## config.mk

```make
export PLATFORM = sky130hd
export DESIGN_NAME = cfg_table_walker
export DESIGN_NICKNAME = d
export VERILOG_FILES = /design/src/rtl/cfgw_pkg.sv /design/src/rtl/cfgw_crc4.sv /design/src/rtl/cfgw_decode.sv /design/src/rtl/cfg_table_walker.sv
export SDC_FILE = /design/constraint.sdc
export NUM_CORES = 1
export LEC_CHECK = 0
export ABC_AREA = 1
export ABC_CLOCK_PERIOD_IN_PS = 6100
export CORE_AREA = 3 3 147 149
export CTS_BUF_LIST = sky130_fd_sc_hd__clkbuf_8
export CTS_CLUSTER_DIAMETER = 80
export DETAILED_ROUTE_END_ITERATION = 12
export DIE_AREA = 0 0 150 152
export GPL_TIMING_DRIVEN = 0
export PLACE_DENSITY_LB_ADDON = 0.2
export SLEW_MARGIN = 20
export SYNTH_ARGS = -nofsm -noshare
export SYNTH_HDL_FRONTEND = slang
export SYNTH_SLANG_ARGS = --single-unit
```

## constraint.sdc

```tcl
create_clock -name clk -period 6.1 [get_ports clk]
set_clock_uncertainty 0.1 [all_clocks]
set_input_delay 1.525 -clock clk [delete_from_list [all_inputs] [get_ports clk]]
set_output_delay 1.525 -clock clk [all_outputs]
set_load 0.02 [all_outputs]
```

## src/rtl/cfgw_pkg.sv

```systemverilog
package cfgw_pkg;

  typedef enum logic [1:0] {
    WALK_OK       = 2'd0,
    WALK_CRC_ERR  = 2'd1,
    WALK_READ_ERR = 2'd2
  } walk_status_e;

  typedef enum logic [2:0] {
    ST_IDLE,
    ST_REQ,
    ST_WAIT,
    ST_PROC,
    ST_EMIT
  } walk_state_e;

  // Meaningful part of a table word; reserved bits are dropped.
  typedef struct packed {
    logic       cont;
    logic [7:0] slots;
    logic [3:0] version;
    logic [7:0] etype;
    logic [3:0] crc;
  } cfg_entry_t;

endpackage

```

## src/rtl/cfgw_crc4.sv

```systemverilog
module cfgw_crc4 #(
  parameter int         NIBBLES = 7,
  parameter logic [3:0] POLY    = 4'h7
) (
  input  logic [4*NIBBLES-1:0] data,
  output logic [3:0]           crc
);

  logic [3:0] acc;

  // Each group is xored into the remainder, which is then advanced by four
  // bit steps modulo x^4 + POLY.
  always_comb begin
    acc = '0;
    for (int n = NIBBLES - 1; n >= 0; n--) begin
      acc = acc ^ data[4*n +: 4];
      for (int b = 0; b < 4; b++) begin
        acc = acc[3] ? ({acc[2:0], 1'b0} ^ POLY) : {acc[2:0], 1'b0};
      end
    end
    crc = acc;
  end

endmodule

```

## src/rtl/cfgw_decode.sv

```systemverilog
module cfgw_decode
  import cfgw_pkg::*;
#(
  parameter logic [7:0] HUB_MASTER_TYPE = 8'h1C,
  parameter logic [7:0] HUB_LINK_TYPE   = 8'h1D
) (
  input  cfg_entry_t entry,
  output logic       cont,
  output logic [7:0] slots,
  output logic [3:0] version,
  output logic [7:0] etype,
  output logic [3:0] crc_field,
  output logic       is_hub_master,
  output logic       is_hub_link,
  output logic       makes_record
);

  logic is_unused;

  assign cont          = entry.cont;
  assign slots         = entry.slots;
  assign version       = entry.version;
  assign etype         = entry.etype;
  assign crc_field     = entry.crc;
  assign is_unused     = (entry.etype == 8'h00);
  assign is_hub_master = (entry.etype == HUB_MASTER_TYPE);
  assign is_hub_link   = (entry.etype == HUB_LINK_TYPE);
  assign makes_record  = !is_unused && !is_hub_master && !is_hub_link &&
                         (entry.slots != 8'h00);

endmodule

```

## src/rtl/cfg_table_walker.sv

```systemverilog
module cfg_table_walker
  import cfgw_pkg::*;
#(
  parameter int          ADDR_W          = 32,
  parameter int          PAGE_BYTES      = 1024,
  parameter int          FIRST_INDEX     = 2,
  parameter int          LAST_INDEX      = 255,
  parameter logic [31:0] BASE_START      = 32'h0000_0C00,
  parameter logic [7:0]  HUB_MASTER_TYPE = 8'h1C,
  parameter logic [7:0]  HUB_LINK_TYPE   = 8'h1D,
  localparam int         IDX_W           = $clog2(LAST_INDEX + 1)
) (
  input  logic              clk,
  input  logic              rst,
  input  logic              start,
  output logic              busy,
  output logic              rd_req_valid,
  input  logic              rd_req_ready,
  output logic [ADDR_W-1:0] rd_req_addr,
  input  logic              rd_rsp_valid,
  input  logic [31:0]       rd_rsp_data,
  input  logic              rd_rsp_err,
  output logic              rec_valid,
  input  logic              rec_ready,
  output logic [IDX_W-1:0]  rec_unit,
  output logic [7:0]        rec_type,
  output logic [3:0]        rec_version,
  output logic [ADDR_W-1:0] rec_base,
  output logic [ADDR_W-1:0] rec_size,
  output logic [IDX_W-1:0]  rec_irq_bit,
  output logic              done_valid,
  output logic [1:0]        done_status,
  output logic              done_hub_seen,
  output logic [ADDR_W-1:0] done_hub_base,
  output logic [IDX_W-1:0]  done_link_count
);

  localparam int PAGE_SHIFT = $clog2(PAGE_BYTES);

  walk_state_e       state;
  logic [IDX_W-1:0]  idx, irq_idx, link_cnt, link_nx;
  logic [ADDR_W-1:0] base, hub_base, hub_base_nx, entry_size;
  logic              hub_seen, hub_seen_nx;
  logic [31:0]       word_q;

  logic              dec_cont, dec_hm, dec_hl, dec_rec;
  logic [7:0]        dec_slots, dec_type;
  logic [3:0]        dec_version, dec_crc, crc_calc;

  logic crc_ok, take_entry, last_entry, advance;
  logic finish_rd, finish_crc, finish_ok, finish;

  cfgw_decode #(
    .HUB_MASTER_TYPE(HUB_MASTER_TYPE),
    .HUB_LINK_TYPE  (HUB_LINK_TYPE)
  ) u_decode (
    .entry        ({word_q[31], word_q[23:0]}),
    .cont         (dec_cont),
    .slots        (dec_slots),
    .version      (dec_version),
    .etype        (dec_type),
    .crc_field    (dec_crc),
    .is_hub_master(dec_hm),
    .is_hub_link  (dec_hl),
    .makes_record (dec_rec)
  );

  cfgw_crc4 #(.NIBBLES(7), .POLY(4'h7)) u_crc (
    .data(word_q[31:4]),
    .crc (crc_calc)
  );

  assign busy         = (state != ST_IDLE);
  assign rd_req_valid = (state == ST_REQ);
  assign rd_req_addr  = (ADDR_W'(idx) + ADDR_W'(1)) << 2;

  assign crc_ok      = (crc_calc == dec_crc);
  assign take_entry  = (state == ST_PROC) && crc_ok;
  assign entry_size  = ADDR_W'(dec_slots) << PAGE_SHIFT;
  assign last_entry  = !dec_cont || (idx == IDX_W'(LAST_INDEX));
  assign advance     = (take_entry && !dec_rec) || ((state == ST_EMIT) && rec_ready);

  // Values including the entry being processed, so the final entry counts.
  assign hub_seen_nx = hub_seen | (take_entry & dec_hm);
  assign hub_base_nx = (take_entry && dec_hm) ? base : hub_base;
  assign link_nx     = link_cnt + IDX_W'(take_entry && dec_hl);

  assign finish_rd  = (state == ST_WAIT) && rd_rsp_valid && rd_rsp_err;
  assign finish_crc = (state == ST_PROC) && !crc_ok;
  assign finish_ok  = advance && last_entry;
  assign finish     = finish_rd || finish_crc || finish_ok;

  always_ff @(posedge clk) begin
    if (rst) begin
      state           <= ST_IDLE;
      idx             <= '0;
      irq_idx         <= '0;
      link_cnt        <= '0;
      base            <= '0;
      hub_base        <= '0;
      hub_seen        <= 1'b0;
      word_q          <= '0;
      rec_valid       <= 1'b0;
      rec_unit        <= '0;
      rec_type        <= '0;
      rec_version     <= '0;
      rec_base        <= '0;
      rec_size        <= '0;
      rec_irq_bit     <= '0;
      done_valid      <= 1'b0;
      done_status     <= WALK_OK;
      done_hub_seen   <= 1'b0;
      done_hub_base   <= '0;
      done_link_count <= '0;
    end else begin
      done_valid <= 1'b0;
      case (state)
        ST_IDLE: if (start) begin
          idx      <= IDX_W'(FIRST_INDEX);
          base     <= ADDR_W'(BASE_START);
          irq_idx  <= IDX_W'(1);
          link_cnt <= '0;
          hub_seen <= 1'b0;
          hub_base <= '0;
          state    <= ST_REQ;
        end
        ST_REQ: if (rd_req_ready) state <= ST_WAIT;
        ST_WAIT: if (rd_rsp_valid && !rd_rsp_err) begin
          word_q <= rd_rsp_data;
          state  <= ST_PROC;
        end
        ST_PROC: if (take_entry && dec_rec) begin
          rec_valid   <= 1'b1;
          rec_unit    <= idx;
          rec_type    <= dec_type;
          rec_version <= dec_version;
          rec_base    <= base;
          rec_size    <= entry_size;
          rec_irq_bit <= irq_idx;
          irq_idx     <= irq_idx + 1'b1;
          state       <= ST_EMIT;
        end
        ST_EMIT: if (rec_ready) rec_valid <= 1'b0;
        default: state <= ST_IDLE;
      endcase

      if (take_entry) begin
        hub_seen <= hub_seen_nx;
        hub_base <= hub_base_nx;
        link_cnt <= link_nx;
      end

      if (advance) begin
        base <= base + entry_size;
        if (!last_entry) begin
          idx   <= idx + 1'b1;
          state <= ST_REQ;
        end
      end

      if (finish) begin
        state           <= ST_IDLE;
        done_valid      <= 1'b1;
        done_status     <= finish_rd ? WALK_READ_ERR : (finish_crc ? WALK_CRC_ERR : WALK_OK);
        done_hub_seen   <= hub_seen_nx;
        done_hub_base   <= hub_base_nx;
        done_link_count <= link_nx >> 1;
      end
    end
  end

  assert_req_hold_R2: assert property (@(posedge clk) disable iff (rst)
    rd_req_valid && !rd_req_ready |=> rd_req_valid && $stable(rd_req_addr));

  assert_crc_abort_R3: assert property (@(posedge clk) disable iff (rst)
    (state == ST_PROC) && (crc_calc != dec_crc) |=>
      done_valid && (done_status == WALK_CRC_ERR) && !rd_req_valid);

  assert_addr_bound_R11: assert property (@(posedge clk) disable iff (rst)
    rd_req_valid |-> (rd_req_addr >= ADDR_W'((FIRST_INDEX + 1) * 4)) &&
                     (rd_req_addr <= ADDR_W'((LAST_INDEX + 1) * 4)));

  assert_rec_hold_R12: assert property (@(posedge clk) disable iff (rst)
    rec_valid && !rec_ready |=> rec_valid && $stable(rec_base) &&
      $stable(rec_unit) && $stable(rec_size) && $stable(rec_irq_bit));

  assert_no_read_with_rec_R12: assert property (@(posedge clk) disable iff (rst)
    rec_valid |-> !rd_req_valid);

  assert_done_pulse_R13: assert property (@(posedge clk) disable iff (rst)
    done_valid |=> !done_valid);

  assert_idle_after_done_R13: assert property (@(posedge clk) disable iff (rst)
    done_valid |-> !busy);

endmodule

```

Yosys cells after proc, flatten, opt, wreduce, memory -nomap -nowiden
Cells that the tools add are included.
{"block": "totals", "reg_bits": 236}
{"block": "op_classes", "bitwise": 36, "muxes": 61, "addsub": 5, "n_eq_ne": 11, "n_reduce_logical": 42}
{"cell": "$mux 32", "count": 7}
{"cell": "$mux 3", "count": 34}
{"cell": "$not 3->3", "count": 28}
{"cell": "$mux 8", "count": 9}
{"cell": "$add 32x18->32", "count": 1}
{"cell": "$xor 4x4->4", "count": 6}
{"cell": "$add 8x1->8 const B", "count": 2}
{"cell": "$eq 8x5->1 const B", "count": 2}
{"cell": "$pmux 8 s2", "count": 1}
{"cell": "$pmux 3 s5", "count": 1}
{"cell": "$logic_and 1x1->1", "count": 14}
{"cell": "$reduce_bool 2->1", "count": 6}
{"cell": "$add 8x1->9 const B", "count": 1}
{"cell": "$add 8x1->8", "count": 1}
{"cell": "$eq 8x8->1 const B", "count": 1}
{"cell": "$logic_not 8->1", "count": 1}
{"cell": "$reduce_and 2->1", "count": 4}
{"cell": "$reduce_bool 8->1", "count": 1}
{"cell": "$logic_not 1->1", "count": 7}
{"cell": "$mux 1", "count": 7}
{"cell": "$eq 3x2->1 const B", "count": 2}
{"cell": "$reduce_and 3->1", "count": 2}
{"cell": "$eq 4x4->1", "count": 1}
{"cell": "$logic_or 1x1->1", "count": 4}
{"cell": "other kinds (11)", "count": 12}

Longest topological paths before layout
Gate-level depths: netlist of the first run.
{"block": "depth", "word_depth": 69, "ltp_mapped": 44, "mapped_depth_nobuf": 44}

Hierarchy
A second synthesis of the first run with hierarchy kept.
{"block": "hier_totals", "cells_unflattened": 1646, "area_unflattened_um2": 11319.6}
{"mod": "cfg_table_walker", "n_inst": 1, "cells_each": 1355, "area_each_um2": 9754.4}
{"mod": "cfgw_crc4", "n_inst": 1, "cells_each": 228, "area_each_um2": 1232.4}
{"mod": "cfgw_decode", "n_inst": 1, "cells_each": 63, "area_each_um2": 332.8}

Least setup slack after synthesis of the first run
Ideal clock, no wire load.
{"block": "synth_path", "path_kind": "register to register", "startpoint": "reg word_q[28]", "endpoint": "reg link_cnt[6]", "period_less_slack_ns": 4.285, "t_arrival_ns": 4.115, "n_path_buf": 1, "stages_incl_launch_ff": 44, "setup_slack_ns": 1.815, "t_required_ns": 5.930, "cell_sequence": "dfxtp_1 -> buf_4 -> nand2_2 -> inv_2 -> nor2_4 -> nand2_1 -> nand3_1 -> nand3_1 -> nand2_2 -> inv_2 -> nand2_1 -> nand3b_2 -> nand2_2 -> nand2_1 -> nand2_1 -> inv_2 -> nand2_1 -> nand2_1 -> [... 8 more ...] -> nand2_1 -> inv_1 -> nand2_1 -> nand2_1 -> nand2_1 -> nand2_2 -> nor2_4 -> nand2_4 -> nor2_8 -> inv_4 -> nor4_1 -> ha_1 -> ha_1 -> nand3_1 -> nor2_1 -> xor2_1 -> nand2_1 -> a21oi_1"}
{"block": "synth_via", "elab_chain_len": 46, "elab_cells_between_ends": 67, "classes_between": "1 x add/sub; 1 x eq/ne; 28 x mux; 32 x bitwise; 5 x reduce/logical"}
{"element": "start: declaration", "line_no": "cfg_table_walker.sv:44", "source": "logic [31:0] word_q;"}
{"element": "start signal: assignment", "line_no": "cfg_table_walker.sv:129", "source": "word_q <= rd_rsp_data;"}
{"element": "$not 3->3 (no source line)"}
{"element": "$mux 3 *", "line_no": "cfgw_crc4.sv:18", "source": "acc = acc[3] ? ({acc[2:0], 1'b0} ^ POLY) : {acc[2:0], 1'b0};"}
{"element": "$not 3->3 (no source line)"}
{"element": "$mux 3 * (2 in a row)", "line_no": "cfgw_crc4.sv:18"}
{"element": "$xor 4x4->4 *", "line_no": "cfgw_crc4.sv:16", "source": "acc = acc ^ data[4*n +: 4];"}
{"element": "$not 3->3 (no source line) / $mux 3 (equally long branches)"}
{"element": "$mux 3 / $not 3->3 (equally long branches)"}
{"element": "$not 3->3 (no source line) / $mux 3 (equally long branches)"}
{"element": "[... 29 more ...]"}
{"element": "$not 3->3 (no source line) / $mux 3 (equally long branches)"}
{"element": "$mux 3 / $not 3->3 (equally long branches)"}
{"element": "$mux 3", "line_no": "cfgw_crc4.sv:18"}
{"element": "$eq 4x4->1 *", "line_no": "cfg_table_walker.sv:77", "source": "assign crc_ok = (crc_calc == dec_crc);"}
{"element": "$logic_and 1x1->1 *", "line_no": "cfg_table_walker.sv:78", "source": "assign take_entry = (state == ST_PROC) && crc_ok;"}
{"element": "$logic_and 1x1->1", "line_no": "cfg_table_walker.sv:86", "source": "assign link_nx = link_cnt + IDX_W'(take_entry && dec_hl);"}
{"element": "$add 8x1->8", "line_no": "cfg_table_walker.sv:86"}
{"element": "$mux 8", "line_no": "cfg_table_walker.sv:147", "source": "if (take_entry) begin"}
{"element": "end signal: assignment", "line_no": "cfg_table_walker.sv:150", "source": "link_cnt <= link_nx;"}
{"element": "end: declaration", "line_no": "cfg_table_walker.sv:41", "source": "logic [IDX_W-1:0] idx, irq_idx, link_cnt, link_nx;"}
Mark *: on every way between the ends. The rest lies on a longest branch, timed or not.
A chain may end at the register's enable or synchronous reset.

Worst setup path after layout of the first run
{"block": "layout_path", "startpoint": "reg word_q[23]", "endpoint": "reg link_cnt[6]"}
{"block": "layout_via", "elab_chain_len": 35, "elab_cells_between_ends": 52, "classes_between": "1 x add/sub; 1 x eq/ne; 21 x mux; 24 x bitwise; 5 x reduce/logical"}
{"element": "$xor 4x4->4 *", "line_no": "cfgw_crc4.sv:16"}
{"element": "$mux 3 *", "line_no": "cfgw_crc4.sv:18"}
{"element": "$not 3->3 (no source line)"}
{"element": "$mux 3", "line_no": "cfgw_crc4.sv:18"}
{"element": "$not 3->3 (no source line)"}
{"element": "$mux 3", "line_no": "cfgw_crc4.sv:18"}
{"element": "$xor 4x4->4 *", "line_no": "cfgw_crc4.sv:16"}
{"element": "$mux 3", "line_no": "cfgw_crc4.sv:18"}
{"element": "[... 19 more ...]"}
{"element": "$mux 3", "line_no": "cfgw_crc4.sv:18"}
{"element": "$not 3->3 (no source line)"}
{"element": "$mux 3", "line_no": "cfgw_crc4.sv:18"}
{"element": "$eq 4x4->1 *", "line_no": "cfg_table_walker.sv:77"}
{"element": "$logic_and 1x1->1 *", "line_no": "cfg_table_walker.sv:78"}
{"element": "$logic_and 1x1->1", "line_no": "cfg_table_walker.sv:86"}
{"element": "$add 8x1->8", "line_no": "cfg_table_walker.sv:86"}
{"element": "$mux 8", "line_no": "cfg_table_walker.sv:147"}
Marked as above.

==> flow_summary.ini, run 1 <==
[outcome]
outcome = complete, no violations

[route]
drt_drc_violations_left = 0
met3_wirelength_um = 2722
drt-initial-drc-count = 797
antenna_violating_nets_post_route = 0
top_layer_used = met4
totalWireLength_um = 31540
route.detailed.vias_per_inst = 5.283
routed_wire_length_per_instance_um = 15.28
drt-met1-wl_um = 14150
num_vias = 10910
drt_first_pass_iters = 5
met2_wirelength_um = 13940

[clock_network]
root_buffer = clkbuf_8
cts_tree = done
clkSinkCount = 216
htree_levels = 2
cts_setup_buffers = 0
cts-buffers-inserted = 37
clock_pin_slew_on_the_worst_setup_and_hold_paths_ns = 0.06
postCtsResizedCells = 0
worst_skew_pair.late_latency_ns = 0.53
postCtsHoldBufs = 0
cts.path.max_buffers = 3

[min_path]
hold_crit_depth = 2
timing.hold.worst_endpoint = hub_base[2]
min-delay-start = hub_base[2]
hold_path_class = flip-flop to flip-flop

[critical_path]
total_stage_count_of_the_critical_path = 43
r2r.worst_path.cells = 43
crit_family = simple AND/OR/NAND/NOR gates
critical_path_class = flip-flop to flip-flop
crit_path_top_delay_cell = dfxtp_1
rrSetupSlack_ns = 0.61
critical_path.max_stage_delay_ns = 0.61
worstPathRequired_ns = 6.45
worst_setup_start_kind = flip-flop
reg2reg_from = word_q[23]
crit_path_capture_type = flip-flop
path_buf_inv = 6
critical_path.most_common_cell = nand2_1
r2r_end = link_cnt[6]
critPathArrivalTime_ns = 5.84
biggest_fanout_along_the_worst_timing_path = 9

[sta]
report.final.setup_viol = 0
post-route-min-period_ns = 5.491
timing_max_transition_violations_final = 0
timing.max_slew.rel_slack_pct = 36.17
final_hold_viol_count = 0
max_freq_ghz = 0.1821
worst-slew-pin-transition_ns = 0.9501
finalSetupTns_ns = 0
rsz_0062_raised_after_global_routing = no
finalCritPeriodShare_pct = 90.01

[die]
initial_core_util_pct = 54.06
die-height_um = 152
die-area_sq_um = 22800
die_w_um = 150
fp-row-count = 52
ioPinCount = 210
core-area_sq_um = 20300

[power]
design_power_total_mw = 4.045
pwr_density_cell_nw_per_um2 = 292.2
worst_vdd_ir_mv = 0.2107
total_leakage_power_nw = 6.089

[layout]
diode_count = 0
design.final.nets = 1818
fillerInstances = 1742
post-route-util_pct = 68.18
multi_input_comb_area_sq_um = 5470
register_area_sq_um = 4324
synthToLayoutAreaGrowth_pct = 26.13
layout-drive-gt1-share_pct = 11.71

[yosys]
synth.yosys.seq_area_share_pct = 39.41
ys_ff_latch = 216
synthesis.instances = 1519
primary_flip_flop_cell_chosen_by_synthesis_mapping = dfxtp_1
synth_most_common_cell = nand2_1
synthesis.area_per_instance_sq_um = 7.224
synthDominantCellAreaShare_pct = 39.41
post_synth_num_cell_types = 47
cell_types_with_the_highest_counts_after_synthesis = 374 x nand2_1, 216 x dfxtp_1, 211 x nand3_1, 130 x a21oi_1, 101 x inv_1
post_synth_main_area_contributors = dfxtp_1 39%, nand2_1 13%, nand3_1 9.6%
synth_enable_flop_cells = 0
yosysWarnings = 0
post-synth-top-area-cell = dfxtp_1
post_synth_instance_area_sq_um = 10970
asyncSetResetFlopFracSynth_pct = 0

[global_routing]
global_route.overflow_total = 0
antenna_found_initial = 0
pin_count_of_the_biggest_net_entering_global_routing = 11
grt_pass1_wl_um = 50100
vias_in_the_first_global_route = 9849
global_route.usage.total_pct = 26.74

[place]
detail_placement_hpwl_um = 24030
finalWeightedCongestion = 0.9569
io_buffers = 150

[job]
total_of_max_cap_violations = 0
[flip-flops by register name (all words and copies together) (netlist names), 4 cells and up]
signal and cells:
link_cnt 8, base 22, rec_version 4, rec_base 22
rec_type 8, irq_idx 8, done_hub_base 32, rec_unit 8
rec_size 8, done_link_count 7, hub_base 32, idx 8
rec_irq_bit 8, word_q 32
[cells in the final DEF (no fill, tap or decap), types with 4 or more instances in the layout]
cell type        instances
buf_4                   74
dfxtp_1                216
xor2_1                  27
a21oi_1                130
buf_2                   21
nor4_1                   4
nand2_1                374
or2_2                    5
nand2_2                 13
nor3_1                  11
nand3b_1                 8
o21ai_0                 55
inv_1                  111
buf_1                    5
clkbuf_8                54
o21ai_1                 11
clkdlybuf4s50_1        150
inv_2                    9
nand3_1                211
nand4_1                 68
buf_8                    6
nor2_1                  68
ha_1                    12
clkbuf_1                34
dlygate4sd1_1            6
xnor2_1                 11
conb_1                  58
a21oi_2                  4
[final cells by class]
type / count / area share, %
Timing Repair Buffer: 151 / 10.90
Inverter: 112 / 3.056
Clock buffer: 54 / 5.370
Clock inverter: 13 / 0.4158
Buffer: 148 / 7.051
Multi-Input combinational cell: 1100 / 39.52
Tap cell: 270 / 2.441
Sequential cell: 216 / 31.24
[cell families (layout without fill, tap and decap cells)]
group	after synthesis	in the layout	share of synthesized area, %
xor gates and xnor gates	41	41	3.649
DFF	216	216	39.41
other	1	58	0.03417
AOI/OAI and AO/OA	208	208	9.897
adders and majority gates	13	13	1.551
buffers and inverters	260	478	12.75
and+or+nand+nor	780	780	32.71
[where the power goes]
group          switching [mW]  internal (mW)
Sequential             0.0179           1.43
Combinational           0.846          0.389
Clock                   0.586          0.780
Total                    1.45           2.60
[how the worst max path moves through the flow]
stage | startpoint | end | slack [ns]
after floorplan | word_q[28] | link_cnt[6] | 1.82
after global placement | word_q[23] | link_cnt[6] | 0.84
after detailed placement | word_q[23] | link_cnt[6] | 0.70
after CTS | word_q[23] | link_cnt[6] | 0.67
after global routing | word_q[23] | link_cnt[6] | 0.09
final | word_q[23] | link_cnt[6] | 0.61
[layer usage]
metal / track usage (%) / vias to the layer above
met5: 0 / -
met4: 7.451 / 0
met3: 5.034 / 56
met2: 41.67 / 486
met1: 37.97 / 4950
li1: - / 5413
[worst reg2reg max path, delay by kind of cell (launching register included)]
kind            cells  cell delay, ns
compound gates      1            0.13
xor+xnor            1            0.19
fa+ha+maj           2            0.49
buf+inv             6            0.40
flops               1            0.61
simple gates       33            3.48
[stage by stage]
stage | hold slack [ns] | std cells | worst slack [ns] | instance area [sq um]
after floorplan | 0.3251 | 1576 | 1.815 | 11190
after global placement | 0.3343 | 1996 | 0.8411 | 13030
after detailed placement | 0.3340 | 1997 | 0.6985 | 13040
after CTS | 0.3436 | 2064 | 0.6730 | 13840
after global routing | 0.3743 | 2064 | 0.08669 | 13840
final | 0.3440 | 2064 | 0.6094 | 13840
(Power assumes the default switching activity.)
==> run 2: changes to the inputs <==
CAP_MARGIN = 40   (was unset)
CORE_AREA = 10 10 154 156   (was 3 3 147 149)
DIE_AREA = 0 0 164 166   (was 0 0 150 152)
==> flow_summary.ini, run 2 (same netlist as run 1, synthesis figures left out) <==
[die]
core-area_sq_um = 20690
die_w_um = 164
fp-row-count = 53
initial_core_util_pct = 53.04
die-height_um = 166
die-area_sq_um = 27220
ioPinCount = 210

[global_routing]
pin_count_of_the_biggest_net_entering_global_routing = 11
globalRoute.busiestLayer = met2
global_route.usage.total_pct = 24.22
grt_pass1_wl_um = 54400
antenna_found_initial = 0
grt_util_met3_pct = 6.321
vias_in_the_first_global_route = 10630
grt_util_met2_pct = 38.57
gr-usage-met1_pct = 30.79
global_route.overflow_total = 0

[power]
total_switching_power_mw = 1.456
p_comb_share_pct = 30.1
worst_vdd_ir_mv = 0.2247
clkPwrFrac_pct = 34.1
cellInternalPower_mw = 2.578
share_seq_of_total_power_pct = 35.8
sw_frac_of_total_pct = 36.09
total_leakage_power_nw = 6.081
pwr_density_cell_nw_per_um2 = 291.6

[layout]
fillerInstances = 1845
top_regs = done_hub_base (32), hub_base (32), word_q (32)
post-route-util_pct = 66.84
design.final.nets = 1819
layout_commonest_cell = nand2_1
synthToLayoutAreaGrowth_pct = 26.03
final_cell_area_sq_um = 13830
layout-drive-gt1-share_pct = 11.87
final_cell_mix = 374 x nand2_1, 216 x dfxtp_1, 211 x nand3_1
diode_count = 0

[critical_path]
r2r_end = link_cnt[6]
critical_path.max_stage_delay_ns = 0.59
crit_path_capture_type = flip-flop
biggest_fanout_along_the_worst_timing_path = 9
critPathArrivalTime_ns = 5.76
critical_path_class = flip-flop to flip-flop
critical_path.startpoint = word_q[23]
rrSetupSlack_ns = 0.70
worst_setup_start_kind = flip-flop
reg2reg_from = word_q[23]
r2r.worst_path.cells = 41
worstPathRequired_ns = 6.45
crit_path_top_delay_cell = dfxtp_1
timing.critical_path.to = link_cnt[6]
critical_path.most_common_cell = nand2_1

[clock_network]
postCtsHoldBufs = 0
worst_skew_pair.late_latency_ns = 0.53
cts-buffers-inserted = 37
cts_setup_buffers = 0
root_buffer = clkbuf_8
htree_levels = 2
clock_pin_slew_on_the_worst_setup_and_hold_paths_ns = 0.06
clkSinkCount = 216
postCtsResizedCells = 0
cts.path.max_buffers = 3
cts_tree = done

[sta]
final_hold_viol_count = 0
finalCritPeriodShare_pct = 88.60
max_freq_ghz = 0.1850
report.final.setup_viol = 0
timing.max_slew.rel_slack_pct = 46.21
post-route-min-period_ns = 5.404
rsz_0062_raised_after_global_routing = no
finalSetupTns_ns = 0
timing_max_transition_violations_final = 0
worst-slew-pin-transition_ns = 0.8006

[route]
totalWireLength_um = 34120
route.detailed.vias_per_inst = 5.270
drt_first_pass_iters = 5
num_vias = 10900
drt-initial-drc-count = 717
routed_wire_length_per_instance_um = 16.49
drt_drc_violations_left = 0
antenna_violating_nets_post_route = 0

[place]
io_buffers = 150
placed_area_sq_um = 13050
finalWeightedCongestion = 0.9324
detail_placement_hpwl_um = 26280

[min_path]
hold_path_class = flip-flop to flip-flop
hold_crit_depth = 2

[job]
total_of_max_cap_violations = 0

[outcome]
outcome = complete, no violations
## run 2: worst min-delay path by stage
stage	from	end	slack, ns
floorplan	hub_base[0]	hub_base[0]	0.33
global placement	hub_base[7]	hub_base[7]	0.33
detailed placement	hub_base[3]	hub_base[3]	0.34
CTS	hub_base[3]	hub_base[3]	0.35
global route	hub_base[3]	hub_base[3]	0.36
finish	hub_base[7]	hub_base[7]	0.35
## run 2: final cells by class
type | instances | area [sq um] | share of cell area (%)
multi-input cells | 1100 | 5470 | 39.55
repair buffers | 152 | 1511 | 10.93
clock buffers | 49 | 674.4 | 4.877
well taps | 275 | 344.1 | 2.488
plain buffers | 148 | 975.9 | 7.057
flip-flops and latches | 216 | 4324 | 31.27
inverters | 112 | 422.9 | 3.058
clock inverters | 17 | 106.4 | 0.7690
## run 2: power groups by stage
stage | clock network, mW | logic [mW] | registers, mW
2_1_floorplan | 0 | 0.961 | 1.47
3_3_place_gp | 0 | 1.17 | 1.47
3_5_place_dp | 0 | 1.19 | 1.47
4_1_cts | 1.39 | 1.20 | 1.44
5_1_grt | 1.45 | 1.36 | 1.44
6_report | 1.38 | 1.21 | 1.44
## run 2: critical path: cells and delay by family (launching register included)
family	cells	cell delay, ns
AO/OA/AOI/OAI	1	0.13
XOR/XNOR	1	0.23
adder cells (fa/ha/maj)	2	0.49
buffers and inverters	4	0.27
flip-flops	1	0.59
AND/OR/NAND/NOR	33	3.48
## run 2: routing by layer
| layer | share of wire [%] | vias up |
|---|---|---|
| met3 | 9.3 | 66 |
| met2 | 45 | 440 |
| met5 | 0 | - |
| li1 | - | 5418 |
| met1 | 43 | 4980 |
| met4 | 3.0 | 0 |
## run 2: stage by stage
stage               hold WS (ns)  total power, mW  std cells  worst slack (ns)
floorplan                 0.3251            2.430       1576             1.815
CTS                       0.3453            4.026       2069            0.8218
detailed placement        0.3356            2.665       2003            0.8842
global placement          0.3331            2.639       2001            0.9574
global route              0.3625            4.257       2069           0.06991
finish                    0.3463            4.033       2069            0.6956
==> run 3: changes to the inputs <==
REMOVE_ABC_BUFFERS = 1   (was unset)
==> flow_summary.ini, run 3 (same netlist as run 1, synthesis figures left out) <==
[critical_path]
worstPathRequired_ns = 6.45
path_buf_inv = 5
crit_path_capture_type = flip-flop
rrSetupSlack_ns = 0.61
crit_path_top_delay_cell = dfxtp_2
critical_path.most_common_cell = nand2_1
crit_family = simple AND/OR/NAND/NOR gates
r2r_end = link_cnt[6]
critical_path_class = flip-flop to flip-flop
critical_path.max_stage_delay_ns = 0.43
reg2reg_from = word_q[28]
worst_setup_start_kind = flip-flop
r2r.worst_path.cells = 38
biggest_fanout_along_the_worst_timing_path = 38
critPathArrivalTime_ns = 5.84

[route]
drt-initial-drc-count = 599
num_vias = 10320
totalWireLength_um = 30820
route.detailed.vias_per_inst = 5.326
antenna_violating_nets_post_route = 0
drt_drc_violations_left = 0
routed_wire_length_per_instance_um = 15.90
drt_first_pass_iters = 5

[place]
io_buffers = 151
placed_area_sq_um = 12330
detail_placement_hpwl_um = 20530
dp_slack_ns = 0.08095
finalWeightedCongestion = 0.8445

[layout]
multi_input_comb_area_sq_um = 5518
final_cell_mix = 374 x nand2_1, 214 x dfxtp_1, 211 x nand3_1
top_regs = done_hub_base (32), hub_base (32), word_q (32)
fillerInstances = 1819
diode_count = 0
synthToLayoutAreaGrowth_pct = 19.37
register_area_sq_um = 4327
layout_commonest_cell = nand2_1
layout-drive-gt1-share_pct = 7.817
final_cell_area_sq_um = 13100
design.final.nets = 1695

[sta]
finalSetupTns_ns = 0
final_hold_viol_count = 0
max_freq_ghz = 0.1822
finalCritPeriodShare_pct = 89.98
report.final.setup_viol = 0
timing_max_transition_violations_final = 0
rsz_0062_raised_after_global_routing = no
timing.max_slew.rel_slack_pct = 51.06
holdWs_ns = 0.3429
post-route-worst-setup-slack_ns = 0.6112
post-route-min-period_ns = 5.489
worst-slew-pin-transition_ns = 0.7330

[clock_network]
root_buffer = clkbuf_8
cts-buffers-inserted = 38
cts.path.max_buffers = 3
postCtsHoldBufs = 0
worst_skew_pair.late_latency_ns = 0.55
cts_tree = done
clock_pin_slew_on_the_worst_setup_and_hold_paths_ns = 0.06
htree_levels = 2
clkSinkCount = 216

[min_path]
min-delay-start = hub_base[6]
hold_path_class = flip-flop to flip-flop
hold_crit_depth = 2
timing.hold.worst_endpoint = hub_base[6]

[power]
total_leakage_power_nw = 5.616
design_power_total_mw = 3.965
worst_vdd_ir_mv = 0.2702
pwr_density_cell_nw_per_um2 = 302.7

[global_routing]
pin_count_of_the_biggest_net_entering_global_routing = 88
antenna_found_initial = 0
global_route.usage.total_pct = 21.61
global_route.overflow_total = 0
vias_in_the_first_global_route = 9792
grt_pass1_wl_um = 49310

[job]
total_of_max_cap_violations = 0

[die]
ioPinCount = 210
die-area_sq_um = 27220
die-height_um = 166
die_w_um = 164
initial_core_util_pct = 53.04
fp-row-count = 53
core-area_sq_um = 20690

[outcome]
outcome = complete, no violations
==> run 3: changes by cell type in the layout (fill, tap and decap cells not counted), sizes merged <==
cell	before	now
buf	110	23
clkinvlp	2	1
inv	118	123
nor2	73	75
dlygate4sd1	6	0
clkinv	8	3
clkbuf	83	44
==> run 3: area by class of cell <==
| class | count | share of cell area (%) |
|---|---|---|
| Inverter | 112 | 3.276 |
| Multi-Input combinational cell | 1102 | 42.12 |
| Tap cell | 275 | 2.627 |
| Sequential cell | 216 | 33.03 |
| Timing Repair Buffer | 173 | 13.55 |
| Clock inverter | 16 | 0.7642 |
| Clock buffer | 44 | 4.623 |
==> run 3: power by group <==
| group | internal (mW) | total [mW] | switching [mW] |
|---|---|---|---|
| clock | 0.694 | 1.28 | 0.587 |
| combinational | 0.366 | 1.24 | 0.875 |
| sequential | 1.43 | 1.44 | 0.0178 |
==> run 3: tightest hold or removal path: cells and delay by family (launching register included) <==
family / cells / cell delay, ns
DFF: 1 / 0.29
and+or+nand+nor: 2 / 0.11
==> run 3: layer usage <==
layer,part of all wire [%],track usage [%],vias up
li1,-,-,5163
met2,46,35.01,304
met5,0,0,-
met3,8.9,5.925,55
met4,2.1,5.985,0
met1,43,27.50,4799
==> run 3: how the worst max path moves through the flow <==
stage	from	endpoint	slack (ns)	depth (start not counted)
floorplan	word_q[11]	irq_idx[2]	-1.97	9
global placement	word_q[11]	irq_idx[7]	-8.47	8
detailed placement	word_q[28]	link_cnt[6]	0.08	40
CTS	word_q[28]	link_cnt[6]	0.03	40
global route	word_q[31]	link_cnt[6]	0.06	42
finish	word_q[28]	link_cnt[6]	0.61	38
==> run 3: timing repair <==
| action | CTS | global route |
|---|---|---|
| gates resized for setup | 0 | 3 |
| buffers inserted | 0 | 1 |
| setup endpoints to repair | 0 | 14 |
==> run 3: per-stage QoR <==
stage	std cells	util [%]
5_1_grt	1938	63.31
3_5_place_dp	1874	59.62
6_report	1938	63.31
3_3_place_gp	1854	58.32
4_1_cts	1934	63.03
2_1_floorplan	1428	-
